--- src/rtl/pgm_seq_pkg.sv ---
package pgm_seq_pkg;
  typedef enum logic {
    ST_IDLE = 1'b0,
    ST_RUN  = 1'b1
  } seq_state_e;

  localparam int unsigned FLAG_N   = 2;
  localparam int unsigned FLAG_OVR = 0;
  localparam int unsigned FLAG_BND = 1;
endpackage

--- src/rtl/pgm_addr_gen.sv ---
module pgm_addr_gen #(
  parameter int unsigned LOC_W   = 8,
  parameter int unsigned PC_W    = 12,
  parameter int unsigned SHIFT   = 9,
  parameter int unsigned WADDR_W = 17,
  parameter int unsigned BSH     = 1
) (
  input  logic [LOC_W-1:0]       base_i,
  input  logic [PC_W-1:0]        pc_i,
  output logic [WADDR_W+BSH-1:0] byte_addr_o,
  output logic                   overflow_o
);
  localparam int unsigned BASE_W = LOC_W + SHIFT;
  localparam int unsigned MAX_W  = (BASE_W > PC_W) ? BASE_W : PC_W;
  localparam int unsigned SUM_W  = ((MAX_W > WADDR_W) ? MAX_W : WADDR_W) + 1;

  logic [SUM_W-1:0] base_ext;
  logic [SUM_W-1:0] pc_ext;
  logic [SUM_W-1:0] sum;

  always_comb begin
    base_ext    = SUM_W'(base_i) << SHIFT;
    pc_ext      = SUM_W'(pc_i);
    sum         = base_ext + pc_ext;
    overflow_o  = |(sum >> WADDR_W);
    byte_addr_o = {sum[WADDR_W-1:0], {BSH{1'b0}}};
  end
endmodule

--- src/rtl/pgm_seq_ctrl.sv ---
module pgm_seq_ctrl
  import pgm_seq_pkg::*;
#(
  parameter int unsigned WORD_W     = 16,
  parameter int unsigned LOC_W      = 8,
  parameter int unsigned PC_W       = 12,
  parameter int unsigned PROG_WORDS = 4096,
  parameter logic [WORD_W-1:0] HALT_OP = '0
) (
  input  logic              clk_i,
  input  logic              rst_ni,
  input  logic              frame_start_i,
  input  logic              frame_end_i,
  input  logic [LOC_W-1:0]  code_loc_i,
  input  logic              addr_bad_i,
  input  logic              gnt_i,
  input  logic [WORD_W-1:0] data_i,
  output logic              req_o,
  output logic [LOC_W-1:0]  base_o,
  output logic [PC_W-1:0]   pc_o,
  output logic              busy_o,
  output logic [WORD_W-1:0] instr_o,
  output logic              instr_valid_o,
  output logic              ovr_evt_o,
  output logic              bnd_evt_o
);
  localparam logic [PC_W-1:0] LAST_PC = PC_W'(PROG_WORDS - 1);

  seq_state_e        state_q;
  logic [PC_W-1:0]   pc_q;
  logic [LOC_W-1:0]  base_q;
  logic [WORD_W-1:0] instr_q;
  logic              valid_q;
  logic              running;
  logic              take;
  logic              is_halt;
  logic              last_word;

  always_comb begin
    running   = (state_q == ST_RUN);
    req_o     = running && !addr_bad_i;
    take      = req_o && gnt_i && !frame_start_i;
    is_halt   = (data_i == HALT_OP);
    last_word = (pc_q == LAST_PC);
    ovr_evt_o = running && (frame_start_i || frame_end_i);
    bnd_evt_o = running && !frame_start_i &&
                (addr_bad_i || (take && !is_halt && last_word));
  end

  always_ff @(posedge clk_i or negedge rst_ni) begin
    if (!rst_ni) begin
      state_q <= ST_IDLE;
      pc_q    <= '0;
      base_q  <= '0;
      instr_q <= '0;
      valid_q <= 1'b0;
    end else begin
      valid_q <= 1'b0;
      if (frame_start_i) begin
        // restart wins over any grant in the same cycle
        state_q <= ST_RUN;
        pc_q    <= '0;
        base_q  <= code_loc_i;
      end else if (running) begin
        if (addr_bad_i) begin
          state_q <= ST_IDLE;
        end else if (take) begin
          instr_q <= data_i;
          valid_q <= 1'b1;
          if (is_halt || last_word) state_q <= ST_IDLE;
          else                      pc_q    <= pc_q + 1'b1;
        end
      end
    end
  end

  assign base_o        = base_q;
  assign pc_o          = pc_q;
  assign busy_o        = running;
  assign instr_o       = instr_q;
  assign instr_valid_o = valid_q;
endmodule

--- src/rtl/pgm_seq_flags.sv ---
module pgm_seq_flags #(
  parameter int unsigned N = 2
) (
  input  logic         clk_i,
  input  logic         rst_ni,
  input  logic [N-1:0] set_i,
  input  logic [N-1:0] clr_i,
  output logic [N-1:0] flag_o
);
  for (genvar g = 0; g < N; g++) begin : g_flag
    logic flag_q;
    always_ff @(posedge clk_i or negedge rst_ni) begin
      if (!rst_ni)        flag_q <= 1'b0;
      else if (set_i[g])  flag_q <= 1'b1;
      else if (clr_i[g])  flag_q <= 1'b0;
    end
    assign flag_o[g] = flag_q;
  end
endmodule

--- src/rtl/pgm_sequencer.sv ---
module pgm_sequencer
  import pgm_seq_pkg::*;
#(
  parameter int unsigned WORD_W      = 16,
  parameter int unsigned LOC_W       = 8,
  parameter int unsigned ADDR_W      = 18,
  parameter int unsigned PROG_WORDS  = 4096,
  parameter int unsigned BLOCK_BYTES = 1024,
  parameter logic [WORD_W-1:0] HALT_OP = '0
) (
  input  logic              clk_i,
  input  logic              rst_ni,
  input  logic              frame_start_i,
  input  logic              frame_end_i,
  input  logic [LOC_W-1:0]  code_loc_i,
  output logic              fetch_req_o,
  output logic [ADDR_W-1:0] fetch_addr_o,
  input  logic              fetch_gnt_i,
  input  logic [WORD_W-1:0] fetch_data_i,
  output logic [WORD_W-1:0] instr_o,
  output logic              instr_valid_o,
  output logic              busy_o,
  output logic              overrun_o,
  output logic              bound_err_o,
  input  logic [1:0]        flag_clr_i
);
  localparam int unsigned PC_W    = $clog2(PROG_WORDS);
  localparam int unsigned BSH     = $clog2(WORD_W / 8);
  localparam int unsigned WADDR_W = ADDR_W - BSH;
  localparam int unsigned SHIFT   = $clog2(BLOCK_BYTES) - BSH;

  logic [LOC_W-1:0]  base;
  logic [PC_W-1:0]   pc;
  logic              addr_bad;
  logic              ovr_evt;
  logic              bnd_evt;
  logic [FLAG_N-1:0] flag_set;
  logic [FLAG_N-1:0] flag_q;

  pgm_addr_gen #(
    .LOC_W  (LOC_W),
    .PC_W   (PC_W),
    .SHIFT  (SHIFT),
    .WADDR_W(WADDR_W),
    .BSH    (BSH)
  ) u_addr (
    .base_i     (base),
    .pc_i       (pc),
    .byte_addr_o(fetch_addr_o),
    .overflow_o (addr_bad)
  );

  pgm_seq_ctrl #(
    .WORD_W    (WORD_W),
    .LOC_W     (LOC_W),
    .PC_W      (PC_W),
    .PROG_WORDS(PROG_WORDS),
    .HALT_OP   (HALT_OP)
  ) u_ctrl (
    .clk_i        (clk_i),
    .rst_ni       (rst_ni),
    .frame_start_i(frame_start_i),
    .frame_end_i  (frame_end_i),
    .code_loc_i   (code_loc_i),
    .addr_bad_i   (addr_bad),
    .gnt_i        (fetch_gnt_i),
    .data_i       (fetch_data_i),
    .req_o        (fetch_req_o),
    .base_o       (base),
    .pc_o         (pc),
    .busy_o       (busy_o),
    .instr_o      (instr_o),
    .instr_valid_o(instr_valid_o),
    .ovr_evt_o    (ovr_evt),
    .bnd_evt_o    (bnd_evt)
  );

  always_comb begin
    flag_set           = '0;
    flag_set[FLAG_OVR] = ovr_evt;
    flag_set[FLAG_BND] = bnd_evt;
  end

  pgm_seq_flags #(.N(FLAG_N)) u_flags (
    .clk_i (clk_i),
    .rst_ni(rst_ni),
    .set_i (flag_set),
    .clr_i (flag_clr_i),
    .flag_o(flag_q)
  );

  assign overrun_o   = flag_q[FLAG_OVR];
  assign bound_err_o = flag_q[FLAG_BND];
endmodule

--- config.mk ---
export PLATFORM = sky130hd
export DESIGN_NAME = pgm_sequencer
export DESIGN_NICKNAME = d
export VERILOG_FILES = /design/src/rtl/pgm_seq_pkg.sv /design/src/rtl/pgm_addr_gen.sv /design/src/rtl/pgm_seq_ctrl.sv /design/src/rtl/pgm_seq_flags.sv /design/src/rtl/pgm_sequencer.sv
export SDC_FILE = /design/constraint.sdc
export NUM_CORES = 1
export LEC_CHECK = 0
export BUFFER_PORTS_ARGS = -buffer_cell sky130_fd_sc_hd__buf_2
export CAP_MARGIN = 10
export CORE_MARGIN = 1
export CORE_UTILIZATION = 50
export DETAILED_ROUTE_END_ITERATION = 10
export GPL_TIMING_DRIVEN = 1
export HOLD_SLACK_MARGIN = 0.06
export PLACE_DENSITY_LB_ADDON = 0.25
export SYNTH_ARGS = -nofsm -noshare
export SYNTH_HDL_FRONTEND = slang
export SYNTH_HIERARCHICAL = 1
export SYNTH_SLANG_ARGS = --single-unit
export TNS_END_PERCENT = 1
--- constraint.sdc ---
create_clock -name clk_i -period 3.6 [get_ports clk_i]
set_input_delay 0.9 -clock clk_i [delete_from_list [all_inputs] [get_ports clk_i]]
set_output_delay 0.9 -clock clk_i [all_outputs]
set_load 0.02 [all_outputs]
Yosys cells after proc, flatten, opt, wreduce, memory -nomap -nowiden
Cells that the tools add are included.

Bits in registers: 40. Latch bits: 0. RAM bits: 0. Bits in read-only memories: 0. Input bits: 31. Output and inout bits: 39. Logic and storage cells: 53. Memories kept: 0.

$add $sub $neg: 2. Multipliers: 0. Div/mod/pow operators: 0. Magnitude comparators: 0. Equality and inequality tests: 3. Shifts and indexed selects: 0. Mux-type cells: 18. Bitwise gates (word level): 2. Reductions and logical operators: 21.

Operators by type and width (count): two-way mux 12 bit (5); adder 17 x 12 -> 18 bit (1); logical NOT 16 bit (1); two-way mux 1 bit (13); adder 12 x 1 -> 12 bit (second input constant) (1); equality test 12 bit (second input constant) (1); logical AND 1 bit (8); AND reduction 4 bit (2); nonzero test 2 bit (4); inequality test 2 bit (second input constant) (2); logical NOT 1 bit (3); logical OR 1 bit (3); NOT 1 bit (2).

Logic depth before layout (Yosys ltp)
Depth in word-level cells: 10. Depth in mapped cells: 11. Mapped depth without buffers: 10.

Hierarchy
The synthesis kept the hierarchy.

Modules (own cells, without submodules): pgm_seq_ctrl (instances 1, cells an instance 142, area an instance 1715.4 um^2, seq. area each 950.9 um^2); pgm_addr_gen (instances 1, cells an instance 32, area an instance 256.5 um^2, seq. area each 0.0 um^2); pgm_seq_flags (instances 1, cells an instance 8, area an instance 87.6 um^2, seq. area each 50.0 um^2).

Least setup slack after synthesis
No wires, ideal clock.

Path kind: reg-to-reg. Start point: register u_ctrl.pc_q[9], in the netlist u_ctrl/pc_o[9]. End point: register u_ctrl.instr_q[10], in the netlist u_ctrl/instr_o[10]. Library setup time: 0.125 ns. Data arrival time: 2.588 ns. Required time: 3.475 ns. Setup slack: 0.887 ns. Cell stages (with the launch flop): 10. Path buffers: 1. Clock period less this slack: 2.713 ns. Cell sequence: dfrtp_1 ha_1 fa_1 a21oi_2 nor3b_2 and3_1 nand3b_1 nor2_1 buf_2 mux2_2.

Word-level cells in the longest chain between the ends: 6. Elaborated cells on any way between the ends: 7. Those cells by class: add/sub (1); bitwise (1); reduce/logical (5).

Ends and longest elaborated chain: start, declared (line pgm_seq_ctrl.sv:30) `logic [PC_W-1:0] pc_q;`; start signal, assigned (line pgm_seq_ctrl.sv:71) `else pc_q <= pc_q + 1'b1;`; adder 17 x 12 -> 18 bit (*) (line pgm_addr_gen.sv:24) `sum = base_ext + pc_ext;`; net addr_bad (line pgm_sequencer.sv:34) `logic addr_bad;`; logical NOT 1 bit (line pgm_seq_ctrl.sv:41) `req_o = running && !addr_bad_i;`; logical AND 1 bit (line pgm_seq_ctrl.sv:41); logical AND 1 bit (2 in series) (line pgm_seq_ctrl.sv:42) `take = req_o && gnt_i && !frame_start_i;`; AND reduction 4 bit (no line) (*); end signal, assigned (line pgm_seq_ctrl.sv:68) `instr_q <= data_i;`; end, declared (line pgm_seq_ctrl.sv:32) `logic [WORD_W-1:0] instr_q;`.

The timed path passes the listed nets; every way through them passes the cells marked *. A chain may end at the register's enable or synchronous reset.

Worst setup path in the final report
Start point: register u_ctrl.pc_q[9], in the netlist u_ctrl/pc_o[9]. End point: output fetch_req_o.

Word-level cells in the longest chain between the ends: 3.

Ends and longest elaborated chain: adder 17 x 12 -> 18 bit (line pgm_addr_gen.sv:24); net addr_bad (line pgm_sequencer.sv:34); logical NOT 1 bit (line pgm_seq_ctrl.sv:41); logical AND 1 bit (line pgm_seq_ctrl.sv:41); end, declared (line pgm_sequencer.sv:16) `output logic fetch_req_o,`.

The timed path passes the listed nets, and every way through them passes these cells.

==> results.json <==
{
  "outcome": "complete, no violations",
  "syn_to_final_growth_pct": 18.04,
  "routed_wl_mm": 4.043,
  "ys_types": 36,
  "grt.overflow.total": 0,
  "hp-class": "reg2reg",
  "critical_path_required_ns": 2.70,
  "antenna_left": 0,
  "crit_type": "reg2out",
  "peakVddDrop_mv": 0.2912,
  "cp_data_arrival_time_ns": 2.23,
  "yosysSeqAreaShare_pct": 48.60,
  "core_um2": 3799,
  "p_leak_nw": 1.147,
  "dieWidth_um": 66.18,
  "drtPass1Iterations": 6,
  "rsz0062_at_grt": "false",
  "layout-drive-gt1-share_pct": 44.35,
  "setup_violations": 0,
  "post-cts-setup-buffers": 0,
  "portBuffers": 68,
  "postCtsHoldBufs": 0,
  "gp_congestion": 0.8298,
  "diodes": 0,
  "path_cells": "ha_1 -> fa_1 -> a21oi_2 -> nor3b_2 -> and3_1 -> nor2b_1 -> buf_2",
  "drc": 0,
  "relSlewSlack_pct": 43.03,
  "setup-tns-final_ns": 0,
  "viasPerCell": 5.530,
  "dpl-instance-area_um2": 2350,
  "clk_latency_ns": 0.29,
  "cpPeakStageDelay_ns": 0.43,
  "report.final.slew_viol_count": 0,
  "period_needed_ns": 3.129,
  "grt_pass1_wl_mm": 6.803,
  "synth_top_area_cell": "dfrtp_1",
  "avgSynthCellArea_um2": 11.32,
  "fp-row-count": 22,
  "h-tree-depth": 2,
  "syn_nets": 218,
  "worst_pin_slew_ns": 0.8546,
  "fin_skew_ns": 0.003923,
  "period_share_pct": 86.92,
  "cp_slowest_cell": "fa_1",
  "ctsResizeCount": 0,
  "die_h_um": 66.18,
  "root_buffer": "clkbuf_8",
  "cp_max_fo": 4,
  "drtIter0Drc": 126,
  "vias": 1587,
  "ys_warn_count": 6,
  "dieArea_um2": 4380,
  "hpwl_mm": 2.877,
  "synth_top_cells_by_area": "dfrtp_1 (49%), mux2_2 (14%), buf_4 (4.4%)",
  "n_fill_cell": 328,
  "final_hold_viol_count": 0,
  "avgRoutedWirePerCell_um": 14.09,
  "synthCells": 182,
  "cp-end-kind": "output port",
  "antenna_found_initial": 0,
  "start_util_pct": 54.22,
  "nets": 275,
  "synth_area_um2": 2059,
  "ios": 70,
  "clock_path_buffers": 2,
  "ys_seq_elements": 40,
  "cts_tree": "done",
  "grtUsageTotal_pct": 21.10,
  "startpoint_type": "flop",
  "grt_start_max_net_pins": 41,
  "fmaxAchievable_mhz": 319.6,
  "fin_area_um2": 2431,
  "powerDensity_nw_per_um2": 404.2,
  "cap_violations": 0,
  "path_clk_slew_ns": 0.07,
  "grt_pass1_vias": 1462,
  "yosys.area.top_type_share_pct": 48.60,
  "cts-buffers-inserted": 5,
  "cts.sinks": 40
}
power breakdown:
| group | total [mW] | switching (mW) | internal [mW] |
|---|---|---|---|
| clock network | 0.281 | 0.150 | 0.131 |
| registers | 0.513 | 0.0244 | 0.488 |
| logic | 0.189 | 0.110 | 0.0792 |
Yosys cell counts (all sizes together):
master  number
nand2        6
nor2         3
conb         1
nand3b       1
a21o         3
o41ai        1
nand3        6
mux2i        1
xor2         6
mux2        25
nor3         2
o31ai        8
inv          5
buf         16
ha           4
or3          2
o211a        1
o21a         1
clkbuf       4
nor2b        3
a21oi       14
or2          1
a41o         1
o21ai        2
and3         2
nor4         5
nand4        5
dfrtp       40
and4         2
or4          9
fa           1
nor3b        1
stage by stage:
step | worst slack, ns | util (%) | power (mW) | hold WS [ns] | std cells
5_1_grt | 0.3529 | 64.00 | 1.034 | 0.5152 | 287
4_1_cts | 0.4457 | 64.00 | 0.9983 | 0.4853 | 287
3_5_place_dp | 0.5449 | 61.86 | 0.7120 | 0.4597 | 280
3_3_place_gp | 0.6322 | 61.86 | 0.7084 | 0.4587 | 280
2_1_floorplan | 0.8872 | - | 0.6388 | 0.4504 | 182
6_report | 0.4708 | 64.00 | 0.9825 | 0.4844 | 287
path summary, 6_finish.rpt:
| path | start | to | slack [ns] | cells past startpoint |
|---|---|---|---|---|
| max reg2reg | u_ctrl/pc_o[9]$_DFFE_PN0P_ | u_ctrl/pc_o[3]$_DFFE_PN0P_ | 0.53 | 9 |
| min reg2reg | u_flags/g_flag[1].flag_q$_DFFE_PN0P_ | u_flags/g_flag[1].flag_q$_DFFE_PN0P_ | 0.48 | 1 |
| max | u_ctrl/pc_o[9]$_DFFE_PN0P_ | fetch_req_o | 0.47 | 7 |
| max in group asynchronous | rst_ni | u_flags/g_flag[0].flag_q$_DFFE_PN0P_ | 2.34 | 1 |
| min in group asynchronous | rst_ni | u_ctrl/pc_o[4]$_DFFE_PN0P_ | 0.71 | 1 |
| min | u_flags/g_flag[1].flag_q$_DFFE_PN0P_ | u_flags/g_flag[1].flag_q$_DFFE_PN0P_ | 0.48 | 1 |
flip-flops by register name, indices dropped and copies added, names as in the netlist:
name	flops
u_ctrl/base_o	8
u_ctrl/instr_valid_o	1
u_ctrl/busy_o	1
u_ctrl/pc_o	12
u_flags/g_flag.flag_q	2
u_ctrl/instr_o	16
layout make-up:
type	count	area (um2)	area share [%]
inverter	5	18.77	0.7720
timing repair buffer	70	355.3	14.62
multi-input combinational	117	914.6	37.62
clock inverter	2	12.51	0.5147
sequential	40	1001	41.17
clock buffer	5	68.82	2.831
tap	48	60.06	2.470
per-layer routing:
metal	global-route usage (%)	up-vias	wire, um
li1	-	771	-
met1	27.98	748	1801
met2	31.76	64	1909
met3	6.552	4	285
met4	9.043	0	46
met5	0	-	0
logic make-up (layout without fill, tap and decap cells):
logic type	Yosys count	after routing	share of synthesized area (%)
compound gates	31	31	9.842
xor+xnor	6	6	2.552
fa+ha+maj	5	5	3.402
buf+inv	25	82	6.987
flops	40	40	48.60
mux	26	26	14.16
other cells	1	1	0.1821
simple gates	48	48	14.28
worst max-delay path, delay by kind of cell (launching register included):
| kind | cells | cell delay, ns |
|---|---|---|
| AND/OR/NAND/NOR | 3 | 0.47 |
| flip-flops | 1 | 0.41 |
| buffers and inverters | 1 | 0.20 |
| AO/OA/AOI/OAI | 1 | 0.20 |
| adder cells (fa/ha/maj) | 2 | 0.66 |
placed cells by master, fill, tap and decap left out, types with 5 or more instances in the layout:
cell type  netlist  routed
mux2_2          25      25
dfrtp_1         40      40
buf_2            4      68
inv_1            5       5
nand3_1          6       6
nand4_1          5       5
nand2_1          6       6
nor4_1           5       5
or4_1            8       8
clkbuf_8         0       5
a21oi_1         13      13
xor2_1           6       6
o31ai_1          8       8
Note: power is estimated with default switching activity, not from simulation.
